## src/rtl/ecc_chunk_pkg.sv

```systemverilog
package ecc_chunk_pkg;
    localparam int DATA_W  = 8;
    localparam int COL_LVL = $clog2(DATA_W);
    localparam int ECC_W   = 24;
    localparam int SPARE_N = ECC_W / DATA_W;
    localparam int ENC_SHIFT = 2;

    typedef logic [ECC_W-1:0]  ecc_word_t;
    typedef logic [DATA_W-1:0] data_byte_t;

    typedef struct packed {
        ecc_word_t ecc;
        logic      done;
    } ecc_out_st_t;
endpackage

```

## src/rtl/ecc_chunk_counter.sv

```systemverilog
module ecc_chunk_counter
    import ecc_chunk_pkg::*;
#(
    parameter int CHUNK_BYTES = 256,
    localparam int ADDR_W = $clog2(CHUNK_BYTES)
) (
    input  logic              clk,
    input  logic              rst_n,
    input  logic              clr,
    input  logic              step,
    output logic [ADDR_W-1:0] addr_o,
    output logic              last_o
);
    logic [ADDR_W-1:0] addr_d, addr_q;

    always_comb begin
        last_o = (addr_q == ADDR_W'(CHUNK_BYTES - 1));
        addr_d = addr_q;
        if (clr)
            addr_d = '0;
        else if (step)
            addr_d = last_o ? '0 : addr_q + ADDR_W'(1);
    end

    always_ff @(posedge clk or negedge rst_n) begin
        if (!rst_n) addr_q <= '0;
        else        addr_q <= addr_d;
    end

    assign addr_o = addr_q;
endmodule

```

## src/rtl/ecc_parity_accum.sv

```systemverilog
module ecc_parity_accum
    import ecc_chunk_pkg::*;
#(
    parameter int ADDR_W = 8,
    localparam int LINE_BITS = 2 * ADDR_W,
    localparam int COL_BASE  = LINE_BITS
) (
    input  logic              clk,
    input  logic              rst_n,
    input  logic              clr,
    input  logic              step,
    input  logic              wrap,
    input  data_byte_t        data_i,
    input  logic [ADDR_W-1:0] addr_i,
    output ecc_word_t         with_byte_o
);
    ecc_word_t acc_d, acc_q;
    ecc_word_t contrib;
    logic      byte_par;

    always_comb begin
        contrib  = '0;
        byte_par = ^data_i;
        for (int k = 0; k < ADDR_W; k++) begin
            if (addr_i[k]) contrib[2*k+1] = byte_par;
            else           contrib[2*k]   = byte_par;
        end
        for (int j = 0; j < COL_LVL; j++) begin
            logic even_x, odd_x;
            even_x = 1'b0;
            odd_x  = 1'b0;
            for (int i = 0; i < DATA_W; i++) begin
                if (((i >> j) & 1) == 1) odd_x  = odd_x  ^ data_i[i];
                else                     even_x = even_x ^ data_i[i];
            end
            contrib[COL_BASE+2*j]   = even_x;
            contrib[COL_BASE+2*j+1] = odd_x;
        end
        with_byte_o = acc_q ^ contrib;

        acc_d = acc_q;
        if (clr)
            acc_d = '0;
        else if (step)
            acc_d = wrap ? '0 : with_byte_o;
    end

    always_ff @(posedge clk or negedge rst_n) begin
        if (!rst_n) acc_q <= '0;
        else        acc_q <= acc_d;
    end
endmodule

```

## src/rtl/ecc_spare_format.sv

```systemverilog
module ecc_spare_format
    import ecc_chunk_pkg::*;
(
    input  ecc_word_t                      raw_i,
    output logic [SPARE_N-1:0][DATA_W-1:0] bytes_o
);
    ecc_word_t enc;

    assign enc = ~(raw_i << ENC_SHIFT);

    for (genvar g = 0; g < SPARE_N; g++) begin : g_byte
        assign bytes_o[g] = enc[ECC_W-1-DATA_W*g -: DATA_W];
    end
endmodule

```

## src/rtl/hamming_chunk_ecc.sv

```systemverilog
module hamming_chunk_ecc
    import ecc_chunk_pkg::*;
#(
    parameter int CHUNK_BYTES = 256,
    localparam int ADDR_W = $clog2(CHUNK_BYTES)
) (
    input  logic       clk,
    input  logic       rst_n,
    input  logic       clr_i,
    input  logic       ecc_en_i,
    input  logic       byte_valid_i,
    input  logic [7:0] byte_i,
    output logic [23:0] ecc_o,
    output logic       chunk_done_o,
    output logic [7:0] spare0_o,
    output logic [7:0] spare1_o,
    output logic [7:0] spare2_o
);
    logic              step, wrap, last;
    logic [ADDR_W-1:0] addr;
    ecc_word_t         with_byte;
    ecc_out_st_t       out_d, out_q;
    logic [SPARE_N-1:0][DATA_W-1:0] spare;

    assign step = byte_valid_i && ecc_en_i && !clr_i;
    assign wrap = step && last;

    ecc_chunk_counter #(.CHUNK_BYTES(CHUNK_BYTES)) i_cnt (
        .clk(clk), .rst_n(rst_n), .clr(clr_i), .step(step),
        .addr_o(addr), .last_o(last)
    );

    ecc_parity_accum #(.ADDR_W(ADDR_W)) i_acc (
        .clk(clk), .rst_n(rst_n), .clr(clr_i), .step(step), .wrap(wrap),
        .data_i(byte_i), .addr_i(addr), .with_byte_o(with_byte)
    );

    always_comb begin
        out_d      = out_q;
        out_d.done = wrap;
        if (wrap) out_d.ecc = with_byte;
    end

    always_ff @(posedge clk or negedge rst_n) begin
        if (!rst_n) out_q <= '0;
        else        out_q <= out_d;
    end

    ecc_spare_format i_fmt (.raw_i(out_q.ecc), .bytes_o(spare));

    assign ecc_o        = out_q.ecc;
    assign chunk_done_o = out_q.done;
    assign spare0_o     = spare[0];
    assign spare1_o     = spare[1];
    assign spare2_o     = spare[2];
endmodule

```

## config.mk

```make
export PLATFORM = sky130hd
export DESIGN_NAME = hamming_chunk_ecc
export DESIGN_NICKNAME = d
export VERILOG_FILES = /design/src/rtl/ecc_chunk_pkg.sv /design/src/rtl/ecc_chunk_counter.sv /design/src/rtl/ecc_parity_accum.sv /design/src/rtl/ecc_spare_format.sv /design/src/rtl/hamming_chunk_ecc.sv
export SDC_FILE = /design/constraint.sdc
export NUM_CORES = 1
export LEC_CHECK = 0
export CAP_MARGIN = 20
export CELL_PAD_IN_SITES_DETAIL_PLACEMENT = 0
export CELL_PAD_IN_SITES_GLOBAL_PLACEMENT = 1
export CORE_AREA = 2 2 88 90
export CTS_BUF_LIST = sky130_fd_sc_hd__clkbuf_8
export CTS_CLUSTER_SIZE = 24
export DETAILED_ROUTE_END_ITERATION = 16
export DIE_AREA = 0 0 90 92
export DONT_BUFFER_PORTS = 1
export MAX_ROUTING_LAYER = met4
export PLACE_DENSITY_LB_ADDON = 0.12
export SLEW_MARGIN = 10
export SYNTH_ARGS = -nofsm -noshare
export SYNTH_HDL_FRONTEND = slang
export SYNTH_HIERARCHICAL = 1
export SYNTH_SLANG_ARGS = --single-unit
```

## constraint.sdc

```tcl
create_clock -name clk -period 5.8 [get_ports clk]
set_input_delay 0.58 -clock clk [delete_from_list [all_inputs] [get_ports clk]]
set_output_delay 0.58 -clock clk [all_outputs]
set_load 0.02 [all_outputs]
```

==> run summary <==
The H-tree generated during clock tree synthesis spans 2 levels. At the end of routability-driven placement, the weighted congestion stood at 0.737. Setup violations remaining at the end of the flow were counted as 0. The number of antenna violations at the first check in global routing is 0, and the first-pass iteration count of the detailed router is 4. The share of the synthesized area in the top cell type is 42.6%.

Summing the areas of all xor and xnor instances in the mapped netlist gives 11.8% of the synthesized area. The post-route clock skew is 0.0119 ns, and the final routed wire length divided by cell count is 16.3 um. The worst setup path is captured at a register.

For this configuration, the core starts out at a cell density of 43.3%. Grouping stages by cell kind, the critical path spends the most delay in simple AND/OR/NAND/NOR gates. Setup slack on the worst reg-to-reg path comes out at 2.04 ns. Simple-gate share of the synthesized area: 21.4%. The die covers 8280 um^2. The number of gates resized after cts was 0; the residual overflow from global routing was 0.

Detailed placement ended at an HPWL of 4330 um. The cell occurring most often along the worst timing path was sky130_fd_sc_hd__nand2_1. The share of post-route cells with drive strength above 1 works out to 13.9%.

The total number of placement rows was 32. The synthesized design contains 55 register bits. The x dimension of the die works out to 90 um. Setup repair after global routing left no endpoint under its margin.

In this run the cell area of the synthesized design comes to 3230 um^2. Slew of the pin with the lowest slew margin: 0.980 ns. The violation count after the first detailed-routing iteration was 100. In this run the vertical extent of the chip is 92 um. The cell count after synthesis came out at 321.

The synthesized-area fraction occupied by adder cells was 0.388%; the number of nets with antenna violations after routing was 0. Derived from the worst setup path, the maximum achievable clock frequency is 266 MHz. 62 I/O pins were placed.

The worst register-to-register path begins at i_cnt/addr_o[0]. For this run, design rule violations remaining after detail routing come to 0. Proportion of synthesized area in mux cells: 10.9%.

STA classifies the critical path startpoint as a register. For the worst setup path, the data arrival time is 4.00 ns. Clock buffer count from CTS: 5. Walking the worst path, the cells encountered are ha_1 -> nand2_1 -> nor3_1 -> nand4b_4 -> inv_1 -> nor2_2 -> nand2_1 -> or4_1 -> nand3_1. Via count normalized by instance count: 5.42. For this run, the total global-route usage over all layers was measured as 17.8%. For this block, the via count after detailed routing is 2269. The final worst hold slack is 0.121 ns, and the routed wire length is 6840 um. Counting distinct cell types in the post-synthesis netlist gives 39. The tree is rooted in a sky130_fd_sc_hd__clkbuf_8. After synthesis, the largest family of logic cells by area is simple AND/OR/NAND/NOR gates. The maximum number of pins on one net before global-route repair is 56. The post-synthesis cell type with the largest combined area was sky130_fd_sc_hd__dfrtp_1. The post-synthesis async set-or-reset flop share was 100%; the total of warnings raised by yosys was 6. The count of buffering cells on the critical path with inverters included is 1. The logs give 34.6% for the relative max-transition margin and 419 for the final cell count without fillers. The final layout contains 330 nets. The maximum clock path buffer count came out at 2.

Hold violation count in the final report: 0. The layout has 735 filler cells. The logs give 1.50 nW for the leakage power and 121 uV for the peak ir drop on the vdd network. Summing all placed instances gives a cell area of 3290 um^2. The tools report the worst endpoint required time as 6.04 ns. Of all nets on the critical path, the largest fanout is 25. In the finished design, the share of the clock period the worst path needs comes to 64.9%. The min-delay analysis places its worst path in the category input pin to asynchronous set/reset pin. Clock-pin slew was measured on the worst setup and hold paths at 0.10 ns. A synthesized cell averages 10.1 um^2.

By area the synthesized netlist is led by sky130_fd_sc_hd__dfrtp_1, sky130_fd_sc_hd__mux2_4, sky130_fd_sc_hd__xnor2_1, sky130_fd_sc_hd__nand3_1, sky130_fd_sc_hd__inv_1. The tools report the instance count after placement with tap cells included as 410. The max-slew violation count was 0; the peak per-stage delay on the critical path was 0.85 ns. The run gives 0.31 ns as the insertion delay to the later sink of the worst-skew pair. Sequential elements use 42.6% of the synthesized area. In this run the power density over the cells is 259 nW/um^2.

The flow ran to the end, and the final reports show no timing, DRC or antenna violations. The type of the worst setup path is register to register. The tool flagged a number of max-cap violations equal to 0. The synthesized-area fraction occupied by ao, oa, aoi and oai cells came out at 6.20%.

The number of enable flip-flop cells after synthesis was 0. The run gives 0.894 mW as the overall power. The worst setup path startpoint was i_cnt/addr_o[0].

The first global-routing pass estimated 11600 um of wire. For the number of global-route vias before repair, the log shows 2247. The tree built by TritonCTS fans out to 55 sinks.

The logs give 0 ns for the setup total negative slack and 0 for the count of inserted antenna diode cells. For this run, the leading register cell type out of synthesis is sky130_fd_sc_hd__dfrtp_1. The slowest cell on the critical path is sky130_fd_sc_hd__nor2_2. Relative to the synthesized area, the layout overhead comes to 7.02%. The worst path needs 3.76 ns of the cycle, external delays included.

The floorplan step defined a core boundary enclosing 7450 um^2. TritonCTS built the clock tree. The number of port buffers came out at 0. For the finished layout cell area, the log shows 3450 um^2.
-- placed cells by master (no fill, tap or decap), drive strengths merged --
cell type / netlist / layout
nand4b: 9 / 9
a31oi: 9 / 9
o22ai: 1 / 1
nand2b: 3 / 3
xor2: 12 / 12
nand3: 36 / 36
o21ai: 12 / 12
inv: 26 / 27
xnor2: 29 / 29
nand4: 2 / 2
bufinv: 0 / 2
nor2b: 2 / 2
dfrtp: 55 / 55
mux2i: 1 / 1
o311ai: 1 / 1
nor3b: 9 / 9
a211oi: 3 / 3
nand2: 13 / 13
a22oi: 3 / 3
ha: 1 / 1
conb: 2 / 4
o32ai: 1 / 1
buf: 11 / 5
nand3b: 8 / 8
mux2: 24 / 24
or3: 7 / 7
nor2: 18 / 18
a21oi: 3 / 3
nor3: 4 / 4
clkbuf: 8 / 5
or4: 8 / 8
-- area by class of cell --
class	count	area, um^2	share of cell area [%]
clock buffer	5	68.8	1.99
tap	102	128	3.69
sequential	55	1380	39.8
multi-input combinational	223	1660	48.1
timing repair buffer	5	57.6	1.67
inverter	26	97.6	2.83
clock inverter	3	63.8	1.85
-- sequential cells by signal, indices dropped and copies added, names as in the netlist --
signal	count
ecc_o	24
i_acc/acc_q	22
i_cnt/addr_o	8
chunk_done_o	1
-- report_power, final --
group	internal, mW	switching (mW)
sequential	0.396	0.0178
combinational	0.0686	0.109
clock	0.171	0.131
-- Yosys cell counts, types with 4 or more instances --
cell type / count
sky130_fd_sc_hd__nand3_1: 35
sky130_fd_sc_hd__nor3_1: 4
sky130_fd_sc_hd__xor2_1: 10
sky130_fd_sc_hd__a31oi_1: 9
sky130_fd_sc_hd__or3_1: 6
sky130_fd_sc_hd__mux2_4: 19
sky130_fd_sc_hd__nand4b_1: 8
sky130_fd_sc_hd__mux2_2: 5
sky130_fd_sc_hd__clkbuf_1: 8
sky130_fd_sc_hd__nor2_1: 18
sky130_fd_sc_hd__inv_1: 26
sky130_fd_sc_hd__dfrtp_1: 55
sky130_fd_sc_hd__or4_1: 8
sky130_fd_sc_hd__nand2_1: 13
sky130_fd_sc_hd__nand3b_1: 8
sky130_fd_sc_hd__buf_4: 5
sky130_fd_sc_hd__o21ai_0: 12
sky130_fd_sc_hd__nor3b_1: 9
sky130_fd_sc_hd__xnor2_1: 28
-- through the flow --
step                      util (%)  worst slack (ns)
final                         46.4              2.04
after global routing          46.4              1.74
after CTS                     46.4              2.04
after detailed placement      44.2              2.07
after global placement        44.1              2.15
after floorplan                  -              3.46
-- kinds of logic (layout without fill, tap and decap cells) --
kind of cell	count (synthesis)	in the layout
XOR/XNOR	41	41
adder cells (fa/ha/maj)	1	1
flip-flops	55	55
buffers and inverters	45	39
other	2	4
AO/OA/AOI/OAI	33	33
AND/OR/NAND/NOR	119	119
multiplexers	25	25
-- timing repair --
action,in CTS,in global routing
endpoints found under the setup margin,0,0
hold endpoints to repair,55,0
setup buffers,0,0
hold buffers,1,0
-- path summary, 6_finish.rpt --
path                                    to  cells past startpoint
max                        i_acc/acc_q[10]                      9
min                              ecc_o[23]                      1
max reg2reg                i_acc/acc_q[10]                      9
min reg2reg                i_acc/acc_q[19]                      2
max in group asynchronous        ecc_o[19]                      1
min in group clk           i_cnt/addr_o[3]                      1
-- layer usage --
metal  up-vias  share of wire, %  track usage, %
li1       1091                 -               -
met2        48                46            26.7
met4         0              0.57            3.46
met1      1126                50            25.5
met5         -                 0               -
met3         4               3.2            3.29
Note: power is estimated with default switching activity, not from simulation.
